### src/rtl/gbx_pkg.sv
package gbx_pkg;
  typedef enum logic [1:0] {
    FMT_8TO1 = 2'b00,
    FMT_7TO1 = 2'b01,
    FMT_DUAL4 = 2'b10,
    FMT_ALT8 = 2'b11
  } fmt_e;

  localparam int unsigned WORD_W = 8;
  localparam int unsigned CNT_W  = 4;
endpackage

### src/rtl/gbx_capture.sv
module gbx_capture #(
  parameter int unsigned W = 8
) (
  input  logic         clk,
  input  logic         rst,
  input  logic         in_valid,
  input  logic [W-1:0] in_word,
  input  logic         xfer,
  output logic         in_ready,
  output logic         s1_valid,
  output logic [W-1:0] s1_word
);
  assign in_ready = !s1_valid || xfer;

  always_ff @(posedge clk) begin
    if (rst) begin
      s1_valid <= 1'b0;
      s1_word  <= '0;
    end else if (in_valid && in_ready) begin
      s1_valid <= 1'b1;
      s1_word  <= in_word;
    end else if (xfer) begin
      s1_valid <= 1'b0;
    end
  end

  // a blocked word is kept unchanged
  p_hold_word_r7: assert property (@(posedge clk) disable iff (rst)
    s1_valid && !xfer |=> s1_valid && $stable(s1_word));
endmodule

### src/rtl/gbx_transfer.sv
module gbx_transfer #(
  parameter int unsigned W = 8
) (
  input  logic         clk,
  input  logic         rst,
  input  logic         s1_valid,
  input  logic [W-1:0] s1_word,
  input  logic         take,
  output logic         xfer,
  output logic         s2_valid,
  output logic [W-1:0] s2_word
);
  assign xfer = s1_valid && (!s2_valid || take);

  always_ff @(posedge clk) begin
    if (rst) begin
      s2_valid <= 1'b0;
      s2_word  <= '0;
    end else if (xfer) begin
      s2_valid <= 1'b1;
      s2_word  <= s1_word;
    end else if (take) begin
      s2_valid <= 1'b0;
    end
  end

  // a moved word is present in stage two on the next edge
  p_xfer_lands_r6: assert property (@(posedge clk) disable iff (rst)
    xfer |=> s2_valid);
endmodule

### src/rtl/gbx_lane.sv
module gbx_lane #(
  parameter int unsigned WMAX = 8,
  parameter int unsigned CW   = 4
) (
  input  logic            clk,
  input  logic            rst,
  input  logic            take,
  input  logic [WMAX-1:0] word,
  input  logic [CW-1:0]   word_len,
  output logic            need,
  output logic            q_rise,
  output logic            q_fall
);
  localparam int unsigned SHW = WMAX + 1;

  logic [SHW-1:0] sh, ext;
  logic [CW-1:0]  n, tot;

  assign need = (n < CW'(2));

  always_comb begin
    ext = sh;
    tot = n;
    if (take) begin
      ext = sh | (SHW'(word) << n);
      tot = n + word_len;
    end
  end

  always_ff @(posedge clk) begin
    if (rst) begin
      sh     <= '0;
      n      <= '0;
      q_rise <= 1'b0;
      q_fall <= 1'b0;
    end else begin
      q_rise <= ext[0];
      q_fall <= ext[1];
      sh     <= ext >> 2;
      n      <= (tot >= CW'(2)) ? tot - CW'(2) : '0;
    end
  end

  always_comb begin
    if (!rst) begin
      p_count_bound_r2: assert (n <= CW'(WMAX - 1))
        else $error("lane bit count out of range");
    end
  end

  // without a new word, two bits drain per cycle
  p_drain_r2: assert property (@(posedge clk) disable iff (rst)
    !take && n >= CW'(2) |=> n == $past(n) - CW'(2));
endmodule

### src/rtl/gbx_serializer.sv
module gbx_serializer
  import gbx_pkg::*;
#(
  parameter int unsigned W  = WORD_W,
  parameter int unsigned CW = CNT_W
) (
  input  logic         clk,
  input  logic         rst,
  input  logic [1:0]   mode,
  input  logic         d_valid,
  output logic         d_ready,
  input  logic [W-1:0] d,
  output logic         q_a_rise,
  output logic         q_a_fall,
  output logic         q_b_rise,
  output logic         q_b_fall
);
  localparam int unsigned HALF = W / 2;

  fmt_e           fmt_q;
  logic           s1_valid, s2_valid, xfer, take, take_b, need_a, need_b;
  logic [W-1:0]   s1_word, s2_word, word_a, word_b;
  logic [CW-1:0]  len_a, len_b;

  always_ff @(posedge clk) begin
    if (rst) fmt_q <= fmt_e'(mode);
  end

  assign take   = need_a && s2_valid;
  assign take_b = take && (fmt_q == FMT_DUAL4);

  always_comb begin
    word_b = W'(s2_word[W-1:HALF]);
    len_b  = CW'(HALF);
    unique case (fmt_q)
      FMT_7TO1: begin
        word_a = {1'b0, s2_word[W-2:0]};
        len_a  = CW'(W - 1);
      end
      FMT_DUAL4: begin
        word_a = W'(s2_word[HALF-1:0]);
        len_a  = CW'(HALF);
      end
      default: begin
        word_a = s2_word;
        len_a  = CW'(W);
      end
    endcase
  end

  gbx_capture #(.W(W)) u_cap (
    .clk(clk), .rst(rst), .in_valid(d_valid), .in_word(d), .xfer(xfer),
    .in_ready(d_ready), .s1_valid(s1_valid), .s1_word(s1_word)
  );

  gbx_transfer #(.W(W)) u_xfr (
    .clk(clk), .rst(rst), .s1_valid(s1_valid), .s1_word(s1_word),
    .take(take), .xfer(xfer), .s2_valid(s2_valid), .s2_word(s2_word)
  );

  gbx_lane #(.WMAX(W), .CW(CW)) u_lane_a (
    .clk(clk), .rst(rst), .take(take), .word(word_a), .word_len(len_a),
    .need(need_a), .q_rise(q_a_rise), .q_fall(q_a_fall)
  );

  gbx_lane #(.WMAX(W), .CW(CW)) u_lane_b (
    .clk(clk), .rst(rst), .take(take_b), .word(word_b), .word_len(len_b),
    .need(need_b), .q_rise(q_b_rise), .q_fall(q_b_fall)
  );

  // reset forces all serial outputs low
  p_reset_low_r1: assert property (@(posedge clk)
    rst |=> !q_a_rise && !q_a_fall && !q_b_rise && !q_b_fall);

  // lane B stays idle outside dual mode
  p_lane_b_idle_r5: assert property (@(posedge clk) disable iff (rst)
    fmt_q != FMT_DUAL4 |=> !q_b_rise && !q_b_fall);

  // both lanes stay in step in dual mode
  p_lanes_aligned_r4: assert property (@(posedge clk) disable iff (rst)
    fmt_q == FMT_DUAL4 |-> need_a == need_b);

  // the latched mode only changes under reset
  p_mode_static_r9: assert property (@(posedge clk) disable iff (rst)
    1'b1 |=> $stable(fmt_q));
endmodule

### config.mk
export PLATFORM = sky130hd
export DESIGN_NAME = gbx_serializer
export DESIGN_NICKNAME = d
export VERILOG_FILES = /design/src/rtl/gbx_pkg.sv /design/src/rtl/gbx_capture.sv /design/src/rtl/gbx_transfer.sv /design/src/rtl/gbx_lane.sv /design/src/rtl/gbx_serializer.sv
export SDC_FILE = /design/constraint.sdc
export NUM_CORES = 1
export LEC_CHECK = 0
export BUFFER_PORTS_ARGS = -buffer_cell sky130_fd_sc_hd__buf_2
export CAP_MARGIN = 0
export CORE_MARGIN = 3
export CORE_UTILIZATION = 40
export CTS_BUF_LIST = sky130_fd_sc_hd__clkbuf_8
export DETAILED_ROUTE_END_ITERATION = 8
export SETUP_SLACK_MARGIN = 0.05
export SLEW_MARGIN = 20
export SYNTH_ARGS = -nofsm -noshare
export SYNTH_HDL_FRONTEND = slang
export SYNTH_HIERARCHICAL = 1
export SYNTH_SLANG_ARGS = --single-unit
### constraint.sdc
create_clock -name clk -period 2.9 [get_ports clk]
set_clock_uncertainty 0.15 [all_clocks]
set_input_delay 0.58 -clock clk [delete_from_list [all_inputs] [get_ports clk]]
set_output_delay 0.58 -clock clk [all_outputs]
set_load 0.01 [all_outputs]
==> impl_metrics.tcl, run 1 <==
set metrics [dict create \
    outcome "finished, final reports clean" \
    p_leak_uw 0.001178 \
    htree_levels 2 \
    drive_gt1_frac 0.1869 \
    postCtsSetupBuffers 0 \
    drt-total-wl_um 4838 \
    drc 0 \
    synth_area_sq_mm 0.002703 \
    layout.nets 330 \
    ioPinCount 18 \
    cts_made_buffers 5 \
    final_area_sq_mm 0.002983 \
    syn_area_per_cell_sq_um 9.618 \
    cp_slowest_stage_delay_ns 0.39 \
    wl_per_cell_um 12.66 \
    highest_layer "met4" \
    cp_slowest_cell "edfxtp_1" \
    setup_ws_ns 0.1932 \
    p_per_area_mw_per_mm2 618.0 \
    cp_max_fo 7 \
    diodes 0 \
    worstHoldPathType "register to register" \
    grt.overflow.total 0 \
    netlist_instances 281 \
    syn_to_final_growth_pct 10.37 \
    grt_max_degree 34 \
    ant_nets 0 \
    wl_met1_um 2507 \
    root_buffer "clkbuf_8" \
    rsz0062_at_grt "false" \
    crit_chain "inv_1 > ha_2 > inv_1 > ha_1 > and3_4 > or3_1 > nand3_2 > xor2_2 > mux2_1" \
    cp_common_cell "inv_1" \
    cts_tree "yes" \
    maxSlewHeadroom 0.5719 \
    report.final.slew_viol_count 0 \
    grt_pass1_vias 1956 \
    setup_viol 0 \
    placed_cell_area_sq_mm 0.002836 \
    pre_cts_slack_ns 0.1910 \
    setup_tns_ns 0 \
    die_w_um 88.20 \
    vias 1960 \
    port-buffer-count 17 \
    min_period_ns 2.707 \
    max_slew.worst_pin.slew_ns 0.6413 \
    max-vdd-ir-drop_mv 0.3153 \
    critPathKind "register to register" \
    wl_met3_um 112 \
    drv_cap 0 \
    initial_core_util 0.4184 \
    coreArea_sq_mm 0.006459 \
    die_h_um 88.20 \
    cp.required_ns 2.94 \
    clkSlewWorstSetupHoldPaths_ns 0.09 \
    clk_path_buf_depth 2 \
    gp_congestion 0.7363 \
    rows 29 \
    drt_first_pass_iters 4 \
    yosysWarnings 6 \
    clock_latency_ns 0.30 \
    worstSetupEndpointType "register" \
    n_fill_cell 655 \
    hpwl_um 3468 \
    ctsHoldBuffers 0 \
    met2WireLength_um 2136 \
    antenna_found_initial 0 \
    clkSinkCount 46 \
    start_kind "register" \
    hold_violations 0 \
    worstPathArrival_ns 2.74 \
    viasPerCell 5.131 \
    max_freq_mhz 369.4 \
    grt_use_total 0.1400 \
    period_share 0.9334 \
    dieArea_sq_mm 0.007778 \
    drt_iter0_markers 55 \
    grt_pass1_wl_um 8728 \
]
## stage by stage
step | power, uW | std cells | hold slack (ns) | utilization
6_report | 1843 | 382 | 0.2913 | 0.4618
2_1_floorplan | 1197 | 293 | 0.2630 | -
4_1_cts | 1865 | 382 | 0.2972 | 0.4613
5_1_grt | 1963 | 382 | 0.3080 | 0.4618
3_5_place_dp | 1275 | 374 | 0.2771 | 0.4392
3_3_place_gp | 1266 | 374 | 0.2702 | 0.4392
## where the power goes
group / switching, uW / leakage [uW] / internal [uW]
sequential: 97.3 / 0.000377 / 685
combinational: 236 / 0.000729 / 243
clock: 215 / 0.0000714 / 367
total: 548 / 0.00118 / 1300
## per-layer routing
layer,GRT usage,up-vias
met2,0.2203,22
li1,-,1011
met3,0.02634,6
met5,0,-
met4,0.06044,0
met1,0.1872,921
## cells in the final DEF (no fill, tap or decap), types with 3 or more instances in the layout
cell type	count
dfxtp_1	44
mux2i_1	31
nor2_1	25
a21oi_1	24
nand2b_1	21
buf_2	17
conb_1	14
ha_1	10
nand3_1	8
a21bo_1	8
a21oi_2	8
mux2_2	7
inv_1	6
clkbuf_8	6
buf_4	6
a211oi_1	6
nand2_1	5
o21ai_0	5
nor3_1	4
nor3b_1	4
nor2b_1	4
mux2_1	4
nand3b_1	4
o21a_1	3
## final timing paths
kind	startpoint	to	slack, ns	cells after the start
worst min register to register	u_lane_a/sh[2]$_SDFF_PP0_	u_lane_a/sh[0]$_SDFF_PP0_	0.29	2
worst min-delay path	u_lane_a/sh[2]$_SDFF_PP0_	u_lane_a/sh[0]$_SDFF_PP0_	0.29	2
worst max-delay path	fmt_q[0]$_DFFE_PP_	u_lane_a/n[3]$_SDFF_PP0_	0.19	9
worst max register to register	fmt_q[0]$_DFFE_PP_	u_lane_a/n[3]$_SDFF_PP0_	0.19	9
## sequential cells by signal, summed over array words and instances, names as in the netlist
register,flops
u_cap/s1_word,8
u_xfr/s2_word,8
u_lane_a/sh,7
u_lane_b/sh,7
u_lane_a/n,4
u_lane_b/n,4
fmt_q,2
u_cap/s1_valid,1
u_lane_a/q_fall,1
u_lane_a/q_rise,1
u_lane_b/q_fall,1
u_lane_b/q_rise,1
u_xfr/s2_valid,1
## worst max-delay path, delay by kind of cell, from the launching register on
family | cells | cell delay [ns]
fa+ha+maj | 2 | 0.71
simple gates | 3 | 0.66
flops | 1 | 0.39
mux | 1 | 0.34
xor+xnor | 1 | 0.22
buf+inv | 2 | 0.12
## timing repair
| action | 4_1_cts | 5_1_grt |
|---|---|---|
| endpoints found under the setup margin | 0 | 2 |
| endpoints found under the hold margin | 0 | 0 |
| gates resized for setup | 0 | 2 |
## area by class of cell
cell class	instances	area [sq um]	share of cell area
Multi-Input combinational cell	222	1650	0.5533
Sequential cell	46	940.9	0.3154
Timing Repair Buffer	23	130.1	0.04362
Tap cell	77	96.34	0.03230
Clock buffer	6	82.58	0.02768
Clock inverter	2	60.06	0.02013
Inverter	6	22.52	0.007550
(Power assumes the default switching activity.)
==> run 2: changes to the inputs <==
- CORE_UTILIZATION: 40 -> 25
==> run 2 against run 1 <==
Net effect:
- sequential share of layout area is 0.38 points lower
- sequential power is 0.6% lower
- cell count is 15% higher
- non-clock buffer count stayed put
- critical path depth stayed put
- hold slack better by 0.0023 ns
- design area is 1.2% higher
- combinational power is 2% higher
- global-route usage is 5.0 points lower
==> impl_metrics.tcl, run 2 (synthesis gave the netlist of run 1 again) <==
set metrics [dict create \
    gp_congestion 0.7807 \
    sequentialPowerShare 0.448 \
    n_fill_cell 1105 \
    max_slew.worst_pin.slew_ns 0.7104 \
    crit_chain "inv_1 > ha_1 > inv_1 > ha_1 > and3_4 > or3_1 > nand3_2 > xor2_2 > mux2_1" \
    placed_cell_area_sq_mm 0.002910 \
    cts_resized 0 \
    rows 37 \
    cp.required_ns 2.94 \
    grt.overflow.total 0 \
    p_int_uw 1185 \
    coreArea_sq_mm 0.01042 \
    setup_viol 0 \
    drive_gt1_frac 0.1770 \
    htree_levels 2 \
    initial_core_util 0.2595 \
    start_kind "register" \
    combPwrFrac 0.281 \
    period_share 0.9277 \
    worstHoldPathType "register to register" \
    syn_to_final_growth_pct 11.71 \
    critPathKind "register to register" \
    outcome "finished, final reports clean" \
    final_area_sq_mm 0.003019 \
    r2r-start "fmt_q[0]$_DFFE_PP_" \
    reg2reg_to "u_lane_a/n[3]$_SDFF_PP0_" \
    hold_violations 0 \
    grt_pass1_wl_um 8700 \
    pwr-share-clk 0.272 \
    cp_slowest_stage_delay_ns 0.39 \
    die_w_um 110.0 \
    cp_slowest_cell "edfxtp_1" \
    ioPinCount 18 \
    final_cell_mix "44 x dfxtp_1, 31 x mux2i_1, 25 x nor2_1" \
    wl_per_cell_um 11.06 \
    drv_cap 0 \
    antenna_found_initial 0 \
    worst-path-buf-inv 2 \
    clock_latency_ns 0.30 \
    p_per_area_mw_per_mm2 574.7 \
    grt_pass1_vias 1870 \
    layout.nets 330 \
    path_delay_family "adder cells" \
    r2r_cells 9 \
    cts_made_buffers 5 \
    clkSinkCount 46 \
    drt_iter0_markers 105 \
    cp_num_cells 9 \
    cp_max_fo 7 \
    report.final.slew_viol_count 0 \
    crit_end "u_lane_a/n[3]$_SDFF_PP0_" \
    ctsHoldBuffers 0 \
    clk_path_buf_depth 2 \
    die_h_um 110.0 \
    max-vdd-ir-drop_mv 0.2056 \
    drt_first_pass_iters 4 \
    grt_use_total 0.08972 \
    drt-total-wl_um 4877 \
    maxSlewHeadroom 0.5264 \
    switching_share 0.3169 \
    r2r_slack_ns 0.21 \
    hold_depth 2 \
    dieArea_sq_mm 0.01209 \
    vias 1936 \
    p_leak_uw 0.001167 \
    worstPathArrival_ns 2.73 \
    port-buffer-count 17 \
    drc 0 \
    layout_commonest_cell "dfxtp_1" \
    p_sw_uw 549.9 \
    setup.worst_path.start "fmt_q[0]$_DFFE_PP_" \
    worstSetupEndpointType "register" \
    top_regs "u_cap/s1_word: 8 flops, u_xfr/s2_word: 8 flops" \
    root_buffer "clkbuf_8" \
    postCtsSetupBuffers 0 \
    min_period_ns 2.690 \
    hpwl_um 3595 \
    setup_tns_ns 0 \
    ant_nets 0 \
    grt_max_degree 48 \
    rsz0062_at_grt "false" \
    cts_tree "yes" \
    viasPerCell 4.390 \
    max_freq_mhz 371.7 \
    diodes 0 \
    clkSlewWorstSetupHoldPaths_ns 0.08 \
]
==> run 2: final cells by class <==
cell class	count	area, sq um	share of cell area
inverter	6	22.52	0.007460
clock buffer	5	68.82	0.02279
tap	136	170.2	0.05636
timing repair buffer	23	130.1	0.04310
sequential	46	940.9	0.3116
clock inverter	3	40.04	0.01326
multi-input combinational	222	1647	0.5454
==> run 2: worst min-delay path by stage <==
stage	end	slack [ns]	startpoint
floorplan	u_lane_a/q_fall$_SDFF_PP0_	0.26	u_lane_a/sh[1]$_SDFF_PP0_
global placement	u_lane_b/sh[0]$_SDFF_PP0_	0.27	u_lane_b/sh[2]$_SDFF_PP0_
detailed placement	u_lane_a/sh[0]$_SDFF_PP0_	0.27	u_lane_a/sh[2]$_SDFF_PP0_
CTS	u_lane_a/sh[0]$_SDFF_PP0_	0.30	u_lane_a/sh[2]$_SDFF_PP0_
global route	u_lane_a/q_fall$_SDFF_PP0_	0.31	u_lane_a/sh[1]$_SDFF_PP0_
finish	u_lane_a/q_fall$_SDFF_PP0_	0.29	u_lane_a/sh[1]$_SDFF_PP0_
==> run 2: metal layers <==
metal	share of wire	global-route usage
met5	0	0
met4	0.025	0.03918
met3	0.029	0.01864
met2	0.46	0.1495
met1	0.48	0.1115
==> run 2: power groups by stage <==
| stage | clock [uW] | combinational, uW | sequential (uW) |
|---|---|---|---|
| after floorplan | 0 | 453 | 744 |
| after global placement | 0 | 476 | 790 |
| after detailed placement | 0 | 488 | 793 |
| after CTS | 494 | 491 | 779 |
| after global routing | 520 | 552 | 789 |
| final | 472 | 487 | 777 |
==> run 2: worst register-to-register path: cells and delay by family, from the launching register on <==
| family | cells | cell delay, ns |
|---|---|---|
| adders and majority gates | 2 | 0.72 |
| and+or+nand+nor | 3 | 0.65 |
| DFF | 1 | 0.39 |
| muxes | 1 | 0.34 |
| xor gates and xnor gates | 1 | 0.21 |
| buffers and inverters | 2 | 0.12 |
==> run 2: metrics by stage <==
stage          hold slack, ns  power (uW)  utilization  setup slack (ns)  cells
6_report               0.2936        1735       0.2899            0.2096    441
2_1_floorplan          0.2630        1197            -            0.3693    293
5_1_grt                0.3056        1861       0.2899           0.05059    441
3_5_place_dp           0.2749        1281       0.2794            0.1911    433
4_1_cts                0.2990        1764       0.2899            0.1861    441
3_3_place_gp           0.2697        1266       0.2794            0.2853    433
